[src/rtl/dee_pkg.sv]
package dee_pkg;
  typedef enum logic [1:0] {
    SEL_ADDR = 2'd0,
    SEL_DATA = 2'd1,
    SEL_CTRL = 2'd2,
    SEL_FLAG = 2'd3
  } reg_sel_e;

  localparam int unsigned CB_RD   = 0;
  localparam int unsigned CB_WR   = 1;
  localparam int unsigned CB_WREN = 2;
  localparam int unsigned CB_ERR  = 3;
endpackage

[src/rtl/dee_wtimer.sv]
module dee_wtimer #(
  parameter int unsigned WRITE_CYCLES = 20
) (
  input  logic clk_i,
  input  logic rst_ni,
  input  logic clr_i,
  input  logic run_i,
  output logic done_o
);
  localparam int unsigned CNT_W = $clog2(WRITE_CYCLES + 1);
  localparam logic [CNT_W-1:0] LAST = CNT_W'(WRITE_CYCLES - 1);

  logic [CNT_W-1:0] cnt_q;

  assign done_o = run_i && (cnt_q == LAST);

  always_ff @(posedge clk_i or negedge rst_ni) begin
    if (!rst_ni)                      cnt_q <= '0;
    else if (clr_i || !run_i || done_o) cnt_q <= '0;
    else                              cnt_q <= cnt_q + 1'b1;
  end
endmodule

[src/rtl/dee_array.sv]
module dee_array #(
  parameter int unsigned DEPTH = 256,
  parameter int unsigned IDX_W = $clog2(DEPTH)
) (
  input  logic             clk_i,
  input  logic             rst_ni,
  input  logic             we_i,
  input  logic [IDX_W-1:0] idx_i,
  input  logic [7:0]       wdata_i,
  output logic [7:0]       rdata_o
);
  logic [7:0] mem_q [DEPTH];

  assign rdata_o = mem_q[idx_i];

  // erase+program modelled as one byte update at the end of the timed write
  always_ff @(posedge clk_i or negedge rst_ni) begin
    if (!rst_ni) begin
      for (int i = 0; i < int'(DEPTH); i++) mem_q[i] <= 8'h00;
    end else if (we_i) begin
      mem_q[idx_i] <= wdata_i;
    end
  end
endmodule

[src/rtl/dee_ctrl.sv]
module dee_ctrl
  import dee_pkg::*;
#(
  parameter int unsigned MEM_BYTES    = 256,
  parameter int unsigned WRITE_CYCLES = 20
) (
  input  logic       clk_i,
  input  logic       rst_ni,
  input  logic       warm_rst_i,
  input  logic [1:0] reg_sel_i,
  input  logic       wr_en_i,
  input  logic [7:0] wdata_i,
  output logic [7:0] rdata_o,
  input  logic       unlock_ok_i,
  output logic       busy_o,
  output logic       irq_o
);
  localparam int unsigned IDX_W = $clog2(MEM_BYTES);

  logic [7:0] addr_q, data_q, arr_rdata;
  logic       rd_q, wr_q, wren_q, err_q, flag_q;
  logic       wdone, in_range;
  logic       addr_we, data_we, ctrl_we, flag_we;

  assign addr_we  = wr_en_i && (reg_sel_i == SEL_ADDR);
  assign data_we  = wr_en_i && (reg_sel_i == SEL_DATA);
  assign ctrl_we  = wr_en_i && (reg_sel_i == SEL_CTRL);
  assign flag_we  = wr_en_i && (reg_sel_i == SEL_FLAG);
  assign in_range = ({1'b0, addr_q} < 9'(MEM_BYTES));

  dee_wtimer #(.WRITE_CYCLES(WRITE_CYCLES)) u_timer (
    .clk_i  (clk_i),
    .rst_ni (rst_ni),
    .clr_i  (warm_rst_i),
    .run_i  (wr_q),
    .done_o (wdone)
  );

  dee_array #(.DEPTH(MEM_BYTES), .IDX_W(IDX_W)) u_array (
    .clk_i   (clk_i),
    .rst_ni  (rst_ni),
    .we_i    (wdone && in_range && !warm_rst_i),
    .idx_i   (addr_q[IDX_W-1:0]),
    .wdata_i (data_q),
    .rdata_o (arr_rdata)
  );

  always_ff @(posedge clk_i or negedge rst_ni) begin
    if (!rst_ni) begin
      addr_q <= '0;
      data_q <= '0;
      rd_q   <= 1'b0;
      wr_q   <= 1'b0;
      wren_q <= 1'b0;
      err_q  <= 1'b0;
      flag_q <= 1'b0;
    end else if (warm_rst_i) begin
      // addr/data/wren survive; an interrupted write is flagged
      if (wr_q) err_q <= 1'b1;
      wr_q <= 1'b0;
      rd_q <= 1'b0;
    end else begin
      if (rd_q) begin
        rd_q   <= 1'b0;
        data_q <= in_range ? arr_rdata : 8'h00;
      end else if (data_we && !wr_q) begin
        data_q <= wdata_i;
      end
      if (addr_we && !wr_q) addr_q <= wdata_i;
      if (ctrl_we) begin
        wren_q <= wdata_i[CB_WREN];
        err_q  <= wdata_i[CB_ERR];
        if (wdata_i[CB_RD] && !wr_q) rd_q <= 1'b1;
        if (wdata_i[CB_WR] && wren_q && unlock_ok_i && !wr_q) wr_q <= 1'b1;
      end
      if (flag_we && !wdata_i[0]) flag_q <= 1'b0;
      if (wdone) begin
        wr_q   <= 1'b0;
        flag_q <= 1'b1;
        err_q  <= 1'b0;
      end
    end
  end

  always_comb begin
    unique case (reg_sel_i)
      SEL_ADDR: rdata_o = addr_q;
      SEL_DATA: rdata_o = data_q;
      SEL_CTRL: rdata_o = {4'b0000, err_q, wren_q, wr_q, rd_q};
      default:  rdata_o = {7'b0, flag_q};
    endcase
  end

  assign busy_o = wr_q;
  assign irq_o  = flag_q;
endmodule

[config.mk]
export PLATFORM = sky130hd
export DESIGN_NAME = dee_ctrl
export DESIGN_NICKNAME = d
export VERILOG_FILES = /design/src/rtl/dee_pkg.sv /design/src/rtl/dee_wtimer.sv /design/src/rtl/dee_array.sv /design/src/rtl/dee_ctrl.sv
export SDC_FILE = /design/constraint.sdc
export NUM_CORES = 2
export LEC_CHECK = 0
export ABC_AREA = 1
export BUFFER_PORTS_ARGS = -buffer_cell sky130_fd_sc_hd__buf_4
export CORE_MARGIN = 4
export CORE_UTILIZATION = 35
export DETAILED_ROUTE_END_ITERATION = 10
export PLACE_DENSITY_LB_ADDON = 0.05
export SETUP_SLACK_MARGIN = 0.05
export SKIP_LAST_GASP = 1
export SYNTH_ARGS = -nofsm -noshare
export SYNTH_HDL_FRONTEND = slang
export SYNTH_HIERARCHICAL = 1
export SYNTH_SLANG_ARGS = --single-unit
[constraint.sdc]
create_clock -name clk_i -period 2.46 [get_ports clk_i]
set_clock_uncertainty 0.1 [all_clocks]
set_input_delay 0.492 -clock clk_i [delete_from_list [all_inputs] [get_ports clk_i]]
set_output_delay 0.492 -clock clk_i [all_outputs]
set_load 0.02 [all_outputs]
==> metrics.txt <==
Max stage delay on crit path=around 0.46 ns; boundary pin count=25; wire length on met3=roughly 18000 microns; Placement Setup Slack=-1.17 ns; launching element type of the critical path=flop; synthesized area per cell=7.50 sq um; portion of the clock cycle consumed by the worst path in the final layout=1.25; Arr. time, crit path=between 3 and 4 ns; DR WL met2=around 170000 microns; first-pass GRT wire length=roughly 560000 microns; source-to-sink clock delay at the later pin of the worst-skew pair=between 0.9 and 1 ns; final-report setup violation count=approximately 2000; Bufs on Longest Clock Path=4; top cells by area, synth=sky130_fd_sc_hd__dfrtp_1, sky130_fd_sc_hd__nand2_1, sky130_fd_sc_hd__o21ai_0; power density over the cells=around 710 nW/um^2; leading post-synthesis cells by instance count=sky130_fd_sc_hd__nand2_1, sky130_fd_sc_hd__dfrtp_1, sky130_fd_sc_hd__o21ai_0; class of the tightest hold or removal check=in -> async; number of maximum-capacitance constraint violations=0; drt via density=around 5.1; PnR worst setup slack=-0.616 ns; CTS tree=yes; most common cell type on the critical path=sky130_fd_sc_hd__nand2_1; number of flops mapped to enable cells by yosys=0; maximum number of pins on one net before global-route repair=between 100 and 150; area share of the leading cell type in the synthesized netlist=0.542; share of flip-flops with an asynchronous set or reset after synthesis=1.00; Cell variety after synth=31; number of nets at the end of the flow=about 13000; die area=approximately 280000 sq um; Clock H-tree levels=4; transition time at the pin with the least slew margin=between 0.9 and 1 ns; Worst Path Max Fanout=34; final routed DRC violation total=0; RSZ-0062 raised after global routing=yes; CP endpoint kind=flop; Max Fclk=approximately 0.33 GHz; DRT antenna net count=0; synthesized instance count=roughly 13000; DR WL/cell=21.9 microns; outcome=finished with violations; 1st-iter DRT viols=between 7000 and 8000; Area Growth Syn to Fin=28.8%; row cnt=191; sum of routed wire segments on met1=around 180000 microns; quantity of I/O buffers inserted on ports=24; worst hold slack=roughly 0.094 ns; Synth Cell Area=between 90000 and 100000 sq um; clock root buffer master=sky130_fd_sc_hd__clkbuf_16; slew margin rel.=0.343; Finished Core Util=0.454; HPWL after detailed placement=approximately 230000 microns; most frequent cell after synthesis=sky130_fd_sc_hd__nand2_1; total number of yosys warnings=6; Critical Path RT=3.14 ns; number of detailed-routing iterations run before antenna repair=6; peak supply drop=~0.56 mV; wire length after detailed routing=roughly 370000 microns; flip-flop and latch count after synthesis=about 2100; Core Area=roughly 270000 sq um; register area share after synthesis=0.542; Num CTS Buffers=roughly 250; Final Power=0.0878 W; initial standard-cell utilization of the core=0.353; aggregate global-route resource usage=0.260; overall overflow remaining after global route=0; via count=just under 90000; static leakage=59.9 nW; Register-to-Register Setup Slack=-0.62 ns; Synth area leader=sky130_fd_sc_hd__dfrtp_1; top flip-flop cell by instance count after synthesis=sky130_fd_sc_hd__dfrtp_1; via count of the first global-routing pass=approximately 84000; highest metal layer with signal wires=met4; cell with the largest stage delay on the worst path=sky130_fd_sc_hd__dfrtp_4; min Tclk post-route=3.08 ns; max-slew violation total from the final report=0; Die X-Extent=between 500 and 600 microns; routability congestion estimate from global placement=0.862; Reg clk slew, reported paths=roughly 0.06 ns; number of antenna violations at the first check in global routing=11; net count after synthesis=approximately 13000; Die Span Y=~530 microns; failing checks=setup timing; category of the critical setup timing path=reg -> reg; layout cells sized above 1=0.172; clock sink total=2074; Hold Violations, Final=0; cell breakdown of the critical path=buf_12 -> inv_16 -> buf_12 -> buf_16 -> buf_6 -> nand2_1 -> nand2_1 -> nand2_1 -> nand2_1 -> nand2_1 -> nand2_1 -> o21ai_1 -> buf_4 -> nand2_1 -> nor2_2 -> nor2_2 -> nor2_1 -> nand2_1 -> nand2_1 -> o21ai_0 -> nand3_1 -> nand2_1
-- where the power goes --
group          internal (W)  total, W  switching, W
Combinational       0.00447    0.0156        0.0111
Clock                0.0228    0.0379        0.0151
Sequential           0.0342    0.0343      0.000125
Total                0.0615    0.0878        0.0263
-- what timing repair did --
action                                  in CTS  in global routing
gates cloned                                65                 22
buffers inserted                            64                 18
endpoints found under the setup margin    2064               2064
hold endpoints to repair                   737                  0
gates resized for setup                    960                680
pin swaps                                  119                 63
hold buffers                                14                  0
-- routing by layer --
metal	vias up	GRT usage
li1	41600	-
met1	42500	0.379
met2	2181	0.414
met3	466	0.0277
met4	0	0.0689
met5	-	0
-- cells by family after synthesis --
group,after synthesis,synth area share
AO/OA/AOI/OAI,2305,0.121
XOR/XNOR,1,0.0000915
adder cells (fa/ha/maj),1,0.000131
buffers and inverters,995,0.0417
flip-flops,2074,0.542
AND/OR/NAND/NOR,7388,0.295
-- sequential cells by signal, indices dropped and copies added (netlist names) --
| signal | flops |
|---|---|
| rd_q | 1 |
| u_timer/cnt_q | 5 |
| err_q | 1 |
| wren_q | 1 |
| irq_o | 1 |
| busy_o | 1 |
| addr_q | 8 |
| data_q | 8 |
| u_array/mem_q | 2048 |
-- area by class of cell --
| type | count | area (sq um) |
|---|---|---|
| Fill cell | 27300 | 148000 |
| Timing Repair Buffer | 1159 | 14700 |
| Antenna cell | 2 | 5.00 |
| Clock buffer | 366 | 7330 |
| Tap cell | 3570 | 4470 |
| Multi-Input combinational cell | 9698 | 43400 |
| Inverter | 101 | 522 |
| Timing Repair inverter | 1 | 16.3 |
| Clock inverter | 82 | 1030 |
| Sequential cell | 2074 | 51900 |
-- metrics by stage --
| stage | instances | setup TNS [ns] | cell area, sq um |
|---|---|---|---|
| 2_1_floorplan | 12800 | 0 | 96100 |
| 3_3_place_gp | 16400 | -548.08 | 108000 |
| 3_5_place_dp | 16400 | -595.89 | 108000 |
| 4_1_cts | 17000 | -475.69 | 121000 |
| 5_1_grt | 17100 | -680.20 | 123000 |
| 6_report | 17100 | -457.12 | 123000 |
-- path summary, 6_finish.rpt --
check,from,to,cells after the start
worst min register to register,u_array/mem_q[1136],u_array/mem_q[1136],2
worst max-delay path,addr_q[0],data_q[0],22
min in group clk_i,wdata_i[0],addr_q[0],3
worst min-delay path,rst_ni,u_array/mem_q[1706],2
worst max register to register,addr_q[0],data_q[0],22
max in group asynchronous,rst_ni,u_array/mem_q[285],4
-- worst max-delay path: cells and delay by family, from the launching register on --
kind                   cells  cell delay (ns)
and+or+nand+nor           14             1.21
buffers and inverters      6             0.91
DFF                        1             0.46
AOI/OAI and AO/OA          2             0.24
-- cells in the final DEF, fill, tap and decap left out, types with 42 or more instances in the layout --
cell / instances
sky130_fd_sc_hd__buf_4: 640
sky130_fd_sc_hd__o21ai_1: 1049
sky130_fd_sc_hd__clkbuf_1: 51
sky130_fd_sc_hd__clkbuf_8: 66
sky130_fd_sc_hd__nand2_2: 276
sky130_fd_sc_hd__dfrtp_1: 2070
sky130_fd_sc_hd__nand2_4: 106
sky130_fd_sc_hd__clkbuf_16: 262
sky130_fd_sc_hd__nand2_8: 50
sky130_fd_sc_hd__nand2_1: 6501
sky130_fd_sc_hd__a21oi_1: 99
sky130_fd_sc_hd__clkinv_2: 51
sky130_fd_sc_hd__o21ai_2: 160
sky130_fd_sc_hd__inv_1: 67
sky130_fd_sc_hd__buf_16: 42
sky130_fd_sc_hd__buf_6: 82
sky130_fd_sc_hd__o21ai_0: 964
sky130_fd_sc_hd__nor2_4: 50
sky130_fd_sc_hd__buf_12: 320
sky130_fd_sc_hd__nor2_1: 142
sky130_fd_sc_hd__nand3_1: 197
No activity file was read; power rests on OpenSTA's default activity.
